$ cat config.mk
export PLATFORM = sky130hd
export DESIGN_NAME = clk_prescaler
export DESIGN_NICKNAME = d
export VERILOG_FILES = /design/src/rtl/psc_pkg.sv /design/src/rtl/psc_unlock.sv /design/src/rtl/psc_divider.sv /design/src/rtl/clk_prescaler.sv
export SDC_FILE = /design/constraint.sdc
export NUM_CORES = 1
export LEC_CHECK = 0
export ABC_AREA = 1
export ABC_CLOCK_PERIOD_IN_PS = 2200
export BUFFER_PORTS_ARGS = -buffer_cell sky130_fd_sc_hd__buf_2
export CORE_UTILIZATION = 55
export DETAILED_ROUTE_END_ITERATION = 7
export HOLD_SLACK_MARGIN = 0.15
export MAX_ROUTING_LAYER = met4
export PLACE_DENSITY = 0.89
export REMOVE_ABC_BUFFERS = 1
export SYNTH_ARGS = -nofsm -noshare
export SYNTH_HDL_FRONTEND = slang
export SYNTH_SLANG_ARGS = --single-unit
export TNS_END_PERCENT = 20
$ cat constraint.sdc
create_clock -name clk -period 2.2 [get_ports clk]
set_input_delay 0.44 -clock clk [delete_from_list [all_inputs] [get_ports clk]]
set_output_delay 0.44 -clock clk [all_outputs]
set_load 0.05 [all_outputs]
$ cat src/rtl/psc_pkg.sv
package psc_pkg;

    localparam int SEL_W   = 4;
    localparam int MAX_SEL = 8;
    localparam int CNT_W   = MAX_SEL;
    localparam int DATA_W  = 8;
    localparam int CE_BIT  = DATA_W - 1;

    typedef logic [SEL_W-1:0]  sel_t;
    typedef logic [CNT_W-1:0]  cnt_t;
    typedef logic [DATA_W-1:0] byte_t;

    typedef struct packed {
        logic open_req;   // exact unlock byte
        logic sel_write;  // change-enable clear
        sel_t sel;
    } wr_dec_t;

    function automatic logic sel_ok(sel_t s);
        return s <= sel_t'(MAX_SEL);
    endfunction

    function automatic cnt_t last_count(sel_t s);
        return cnt_t'((32'd1 << s) - 32'd1);
    endfunction

    function automatic wr_dec_t decode_wr(byte_t d);
        wr_dec_t r;
        r.open_req  = d[CE_BIT] && (d[CE_BIT-1:0] == '0);
        r.sel_write = !d[CE_BIT];
        r.sel       = d[SEL_W-1:0];
        return r;
    endfunction

endpackage

$ cat src/rtl/psc_unlock.sv
module psc_unlock
    import psc_pkg::*;
#(
    parameter int WIN_CYC = 4
) (
    input  logic  clk,
    input  logic  rst,
    input  logic  wr_en,
    input  byte_t wr_data,
    output logic  win_open,
    output logic  accept,
    output sel_t  new_sel
);

    localparam int WIN_W = $clog2(WIN_CYC + 1);

    logic [WIN_W-1:0] win_q;
    wr_dec_t          dec;

    always_comb begin
        dec      = decode_wr(wr_data);
        win_open = (win_q != '0);
        accept   = wr_en && win_open && dec.sel_write && sel_ok(dec.sel);
        new_sel  = dec.sel;
    end

    always_ff @(posedge clk) begin
        if (rst) begin
            win_q <= '0;
        end else if (wr_en && dec.open_req) begin
            win_q <= WIN_W'(WIN_CYC);
        end else if (wr_en) begin
            win_q <= '0;
        end else if (win_q != '0) begin
            win_q <= win_q - 1'b1;
        end
    end

    // the window never holds more than its configured length
    p_win_bound_r3: assert property (@(posedge clk) disable iff (rst)
        win_q <= WIN_W'(WIN_CYC));

    // any write other than the unlock byte leaves the window closed
    p_write_closes_r3: assert property (@(posedge clk) disable iff (rst)
        (wr_en && !dec.open_req) |=> !win_open);

    // the window only opens after the exact unlock byte
    p_open_source_r9: assert property (@(posedge clk) disable iff (rst)
        $rose(win_open) |-> $past(wr_en && wr_data == 8'h80));

endmodule

$ cat src/rtl/psc_divider.sv
module psc_divider
    import psc_pkg::*;
#(
    parameter sel_t RESET_SEL = '0
) (
    input  logic clk,
    input  logic rst,
    input  logic accept,
    input  sel_t new_sel,
    output logic clk_en,
    output sel_t target
);

    cnt_t cnt_q;
    sel_t cur_q, pend_q;
    logic pend_v_q, clk_en_q;
    logic tick, apply_now;
    sel_t apply_sel;

    always_comb begin
        tick      = (cnt_q == last_count(cur_q));
        apply_now = accept || pend_v_q;
        apply_sel = accept ? new_sel : pend_q;
        target    = pend_v_q ? pend_q : cur_q;
        clk_en    = clk_en_q;
    end

    always_ff @(posedge clk) begin
        if (rst) begin
            cnt_q    <= '0;
            cur_q    <= RESET_SEL;
            pend_q   <= RESET_SEL;
            pend_v_q <= 1'b0;
            clk_en_q <= 1'b0;
        end else begin
            clk_en_q <= tick;
            cnt_q    <= tick ? '0 : cnt_q + 1'b1;
            if (tick) begin
                if (apply_now) cur_q <= apply_sel;
                pend_v_q <= 1'b0;
            end else if (accept) begin
                pend_q   <= new_sel;
                pend_v_q <= 1'b1;
            end
        end
    end

    // checker state: cycles since the previous pulse
    logic             seen_q;
    logic [CNT_W:0]   gap_q;

    always_ff @(posedge clk) begin
        if (rst) begin
            seen_q <= 1'b0;
            gap_q  <= '0;
        end else if (clk_en_q) begin
            seen_q <= 1'b1;
            gap_q  <= (CNT_W+1)'(1);
        end else begin
            gap_q  <= gap_q + 1'b1;
        end
    end

    // each interval matches the setting that was active while it ran
    p_interval_r6: assert property (@(posedge clk) disable iff (rst)
        (clk_en_q && seen_q) |->
            (gap_q == (CNT_W+1)'(last_count($past(cur_q))) + 1'b1));

    // the active setting only moves where a divided period ends
    p_switch_edge_r6: assert property (@(posedge clk) disable iff (rst)
        (cur_q != $past(cur_q)) |-> clk_en_q);

    // the requested setting only moves on an accepted write
    p_target_hold_r7: assert property (@(posedge clk) disable iff (rst)
        !accept |=> $stable(target));

endmodule

$ cat src/rtl/clk_prescaler.sv
module clk_prescaler
    import psc_pkg::*;
#(
    parameter bit SHIP_DEFAULT = 1'b0,
    parameter int WIN_CYC      = 4
) (
    input  logic       clk,
    input  logic       rst,
    input  logic       wr_en,
    input  logic [7:0] wr_data,
    output logic       clk_en,
    output logic [7:0] rd_data
);

    localparam sel_t RESET_SEL = SHIP_DEFAULT ? sel_t'(3) : sel_t'(0);

    logic win_open, accept;
    sel_t new_sel, target;

    psc_unlock #(.WIN_CYC(WIN_CYC)) u_unlock (
        .clk      (clk),
        .rst      (rst),
        .wr_en    (wr_en),
        .wr_data  (wr_data),
        .win_open (win_open),
        .accept   (accept),
        .new_sel  (new_sel)
    );

    psc_divider #(.RESET_SEL(RESET_SEL)) u_div (
        .clk     (clk),
        .rst     (rst),
        .accept  (accept),
        .new_sel (new_sel),
        .clk_en  (clk_en),
        .target  (target)
    );

    assign rd_data = {win_open, {(DATA_W-1-SEL_W){1'b0}}, target};

    // no pulse while reset is held
    p_quiet_in_reset_r1: assert property (@(posedge clk)
        $past(rst) |-> !clk_en);

endmodule

Word level (Yosys, flattened, before mapping)
Index checks and enable logic that the tools add are counted.
Operators by class
  $add $sub $neg: 3
  magnitude comparators: 1
  equality and inequality tests: 1
  shift operators: 1
  multiplexer cells: 5
  reductions and logical operators: 13
Operator list (count)
  3-bit two-way mux: 3
  8-bit by 1-bit adder with 8-bit output (second input constant): 1
  8-bit == test: 1
  4-bit two-way mux: 2
  1-bit by 4-bit << shifter with 8-bit output (first input constant): 1
  8-bit by 1-bit subtractor with 8-bit output (second input constant): 1
  7-bit zero test: 1
  3-bit nonzero test: 2
  1-bit logical AND: 5
  4-bit less-or-equal comparator (second input constant): 1
  3-bit OR reduction: 1
  3-bit by 1-bit subtractor with 3-bit output (second input constant): 1
  2-bit AND reduction: 1
  2-bit OR reduction: 1
  1-bit zero test: 1
  1-bit logical OR: 1
Word-level totals
  bits in registers: 21
  input bits: 11
  output and inout port bits: 9
  word-level logic and storage cells: 31

Logic depth before layout (Yosys ltp)
  depth in word-level cells: 6
  depth in mapped cells: 14
  mapped depth without buffers: 14

Modules after synthesis
From an unflattened synthesis, not the netlist that was laid out.
Second synthesis, totals
  cells, all modules: 199
  area total of the unflattened synthesis: 1372.6 µm²
By module, submodules not included
  psc_divider: times used 1, cells each 156, area an instance 1087.3 µm², sequential area each 360.3 µm²
  psc_unlock: times used 1, cells each 38, area an instance 251.5 µm², sequential area each 60.1 µm²
  clk_prescaler: times used 1, cells each 5, area an instance 33.8 µm², sequential area each 0.0 µm²

Least setup slack after synthesis
OpenSTA, ideal clock, no wires.
  path kind: reg-to-output
  start: register u_div.cur_q[3]
  end: output port rd_data[3]
  arrival: 1634 ps
  required time: 1760 ps
  path slack: 126 ps
  stages on the path, launching flop included: 3
  buffers on the path: 0
  path through: dfxtp_1 inv_1 o21ai_0
Between the ends
  cells in the longest elaborated chain, start to end: 1
RTL lines
  start: declaration: RTL line psc_divider.sv:15  | sel_t cur_q, pend_q;
  start signal: assignment: RTL line psc_divider.sv:39  | if (apply_now) cur_q <= apply_sel;
  4-bit two-way mux: RTL line psc_divider.sv:24  | target = pend_v_q ? pend_q : cur_q;
  end: declaration: RTL line clk_prescaler.sv:12  | output logic [7:0] rd_data
Every way passes these cells.

Worst setup path after layout
  start: register u_div.cur_q[2]
  end: register u_div.cur_q[1]
Between the ends
  cells in the longest elaborated chain, start to end: 4
RTL lines
  1-bit by 4-bit << shifter with 8-bit output: RTL line psc_pkg.sv:24  | return cnt_t'((32'd1 << s) - 32'd1);
  8-bit by 1-bit subtractor with 8-bit output: RTL line psc_pkg.sv:24
  8-bit == test: RTL line psc_divider.sv:21  | tick = (cnt_q == last_count(cur_q));
  2-bit AND reduction (no source line)
Every way passes these cells.
A chain may end at the register's enable or synchronous reset.

==> impl_metrics.ini <==
[outcome]
outcome = finished clean

[drt]
via_per_inst = 4.949
firstDrtPassIters = 4
drt-total-wl_um = 2323
drt_iter0_markers = 25
vias = 1163
wire_per_inst_um = 9.885
ant_nets = 0
route.detailed.drc = 0

[setup_path]
critPathKind = flop to flop
reg2reg_depth = 13
crit_end = u_div.cur_q[1]
cp_max_fo = 6
crit_path_max_incr_delay_ns = 0.38
crit_start = u_div.cur_q[2]
end_kind = flop
cp.required_ns = 2.46
cp.depth = 13
reg2reg_from = u_div.cur_q[2]
reg2reg_to = u_div.cur_q[1]
cp-start-kind = flop
worst_ep_arrival_time_ns = 2.27
crit_buf_inv = 2
critical_path.top_delay_family = simple AND/OR/NAND/NOR gates
crit_chain = nor2_4 -> nand2_2 -> ha_1 -> xor2_1 -> nand2_1 -> nor2_1 -> nand3_1 -> nor2_4 -> buf_4 -> nand3_2 -> nand2_1 -> inv_1 -> nor2_1
r2r_slack_ns = 0.19
slowest_stage = dfxtp_2

[yosys]
syn-mean-instance-area_um2 = 6.728
synth_top_area_frac = 0.3272
ys_async_sr_fraction = 0
yosysTopAreaCell = dfxtp_1
synth.cell_area_um2 = 1285
yosysUniqueCellTypes = 27
ys_seq_elements = 21
synth_warnings = 0
syn_inst = 191
synth_flop_cell = dfxtp_1
synth_edf_count = 0
ys_seq_area_frac = 0.3272
synth_area_leaders = dfxtp_1, nand2_1, inv_1, nand3_1, nor2_1

[cells_and_area]
final_cell_mix = nand2_1, inv_1, nor2_1
syn_to_final_growth_pct = 9.445
nFillCells = 207
final_common_cell = nand2_1
layout.nets = 223
drive_above_1_share = 0.1932
seq_area_um2 = 424.2
diodes = 0
multi_input_area_um2 = 716.9
final_area_um2 = 1406

[sta]
rsz0062_at_grt = false
finClkSkew_ns = 0.01934
slew_viol_final = 0
fmax_mhz = 497.0
final_hold_viol_count = 0
setup_viol = 0
period_minus_slack_ns = 2.012
setup_tns_ns = 0
fin_crit_sh = 0.9145

[clocking]
htreeDepth = 1
cts.sinks = 21
path_clk_slew_ns = 0.13
cts_buffers = 3
cts-root-buf = clkbuf_4
post-cts-setup-buffers = 0
tritoncts = built
cts_buffer_depth = 2
post_cts_resized = 0
clkLatencyLatePin_ns = 0.31
hold_buffers = 0

[power_and_ir_drop]
leakage_uw = 0.0006491
total_power_uw = 716.8
peakVddDrop_mv = 0.3941
power.density_nw_per_um2 = 509.7

[floorplanning]
start_util = 0.5809
core.rowCount = 17
die_width_um = 50.34
die_h_um = 50.34
core_um2 = 2212
dieArea_um2 = 2534
io_pins = 20

[placement]
gp_congestion = 0.9114
numPortBuffers = 16
place_area_um2 = 1365
hpwl_um = 1860

[global_route]
grt_pass1_wl_um = 4278
track_usage = 0.2227
grt_max_degree = 14
antenna_found_initial = 0
grt_pass1_vias = 1072
grt_overflow = 0

[worst_hold_path]
hp-class = primary input to flop

[flow_run]
cap_viol_max_count = 0
## flip-flops by register name (all words and copies together), names as in the netlist
| register | cells |
|---|---|
| u_div.cnt_q | 8 |
| u_div.clk_en | 1 |
| u_div.pend_v_q | 1 |
| u_div.cur_q | 4 |
| u_div.pend_q | 4 |
| u_unlock.win_q | 3 |
## cells in the mapped netlist, drive strengths merged (2+ instances only)
cell type,number
nand2,47
inv,30
nor2,24
dfxtp,21
nand3,18
o21ai,15
buf,6
nand4,6
xor2,6
a21oi,5
ha,4
nor3,3
xnor2,2
## kinds of logic (layout without fill, tap and decap cells)
family,after synthesis,after routing,share of synthesized area
simple gates,99,99,0.3642
buf+inv,37,51,0.1266
compound gates,21,21,0.08569
flops,21,21,0.3272
xor+xnor,8,8,0.05453
fa+ha+maj,4,4,0.03895
other cells,1,3,0.002918
## final cells by class
type                    instances  area share
multi-input cells             135      0.5098
inverters                      30     0.08007
clock buffers                   3     0.01601
clock inverters                 1    0.005338
repair buffers                 17     0.06228
flip-flops and latches         21      0.3016
well taps                      28     0.02491
## routing by layer
layer	share of wire	vias to the layer above	GRT usage
li1	-	629	-
met2	0.46	13	0.3600
met3	0.023	2	0.02727
met1	0.50	519	0.2879
met4	0.0086	0	0.07407
met5	0	-	-
## how the worst min path moves through the flow
stage / from / to / slack (ns) / cells past startpoint
final: rst / u_div.clk_en / 0.36 / 2
after global routing: rst / u_div.clk_en / 0.37 / 2
after CTS: rst / u_div.clk_en / 0.35 / 2
after detailed placement: u_unlock.win_q[0] / u_unlock.win_q[0] / 0.45 / 1
after global placement: u_unlock.win_q[0] / u_unlock.win_q[0] / 0.44 / 1
after floorplan: u_unlock.win_q[0] / u_unlock.win_q[0] / 0.42 / 1
## metrics by stage
stage	utilization	hold slack (ns)	worst slack [ns]	std cells
final	0.6357	0.3604	0.1880	235
after global routing	0.6357	0.3668	0.002589	235
after CTS	0.6307	0.3530	0.08617	235
after detailed placement	0.6171	0.4505	0.1072	231
after global placement	0.6171	0.4393	0.1773	231
after floorplan	-	0.4217	0.1262	186
## worst register-to-register path, delay by kind of cell (launching register included)
kind,cells,cell delay (ns)
and+or+nand+nor,9,0.94
xor gates and xnor gates,1,0.15
DFF,1,0.38
buffers and inverters,2,0.18
adders and majority gates,1,0.31
## where the power goes
part	internal, uW	switching (uW)	total [uW]
clock network	69.3	123	193
registers	388	5.34	393
logic	40.5	90.3	131
Power figures use the tool's default switching activity.
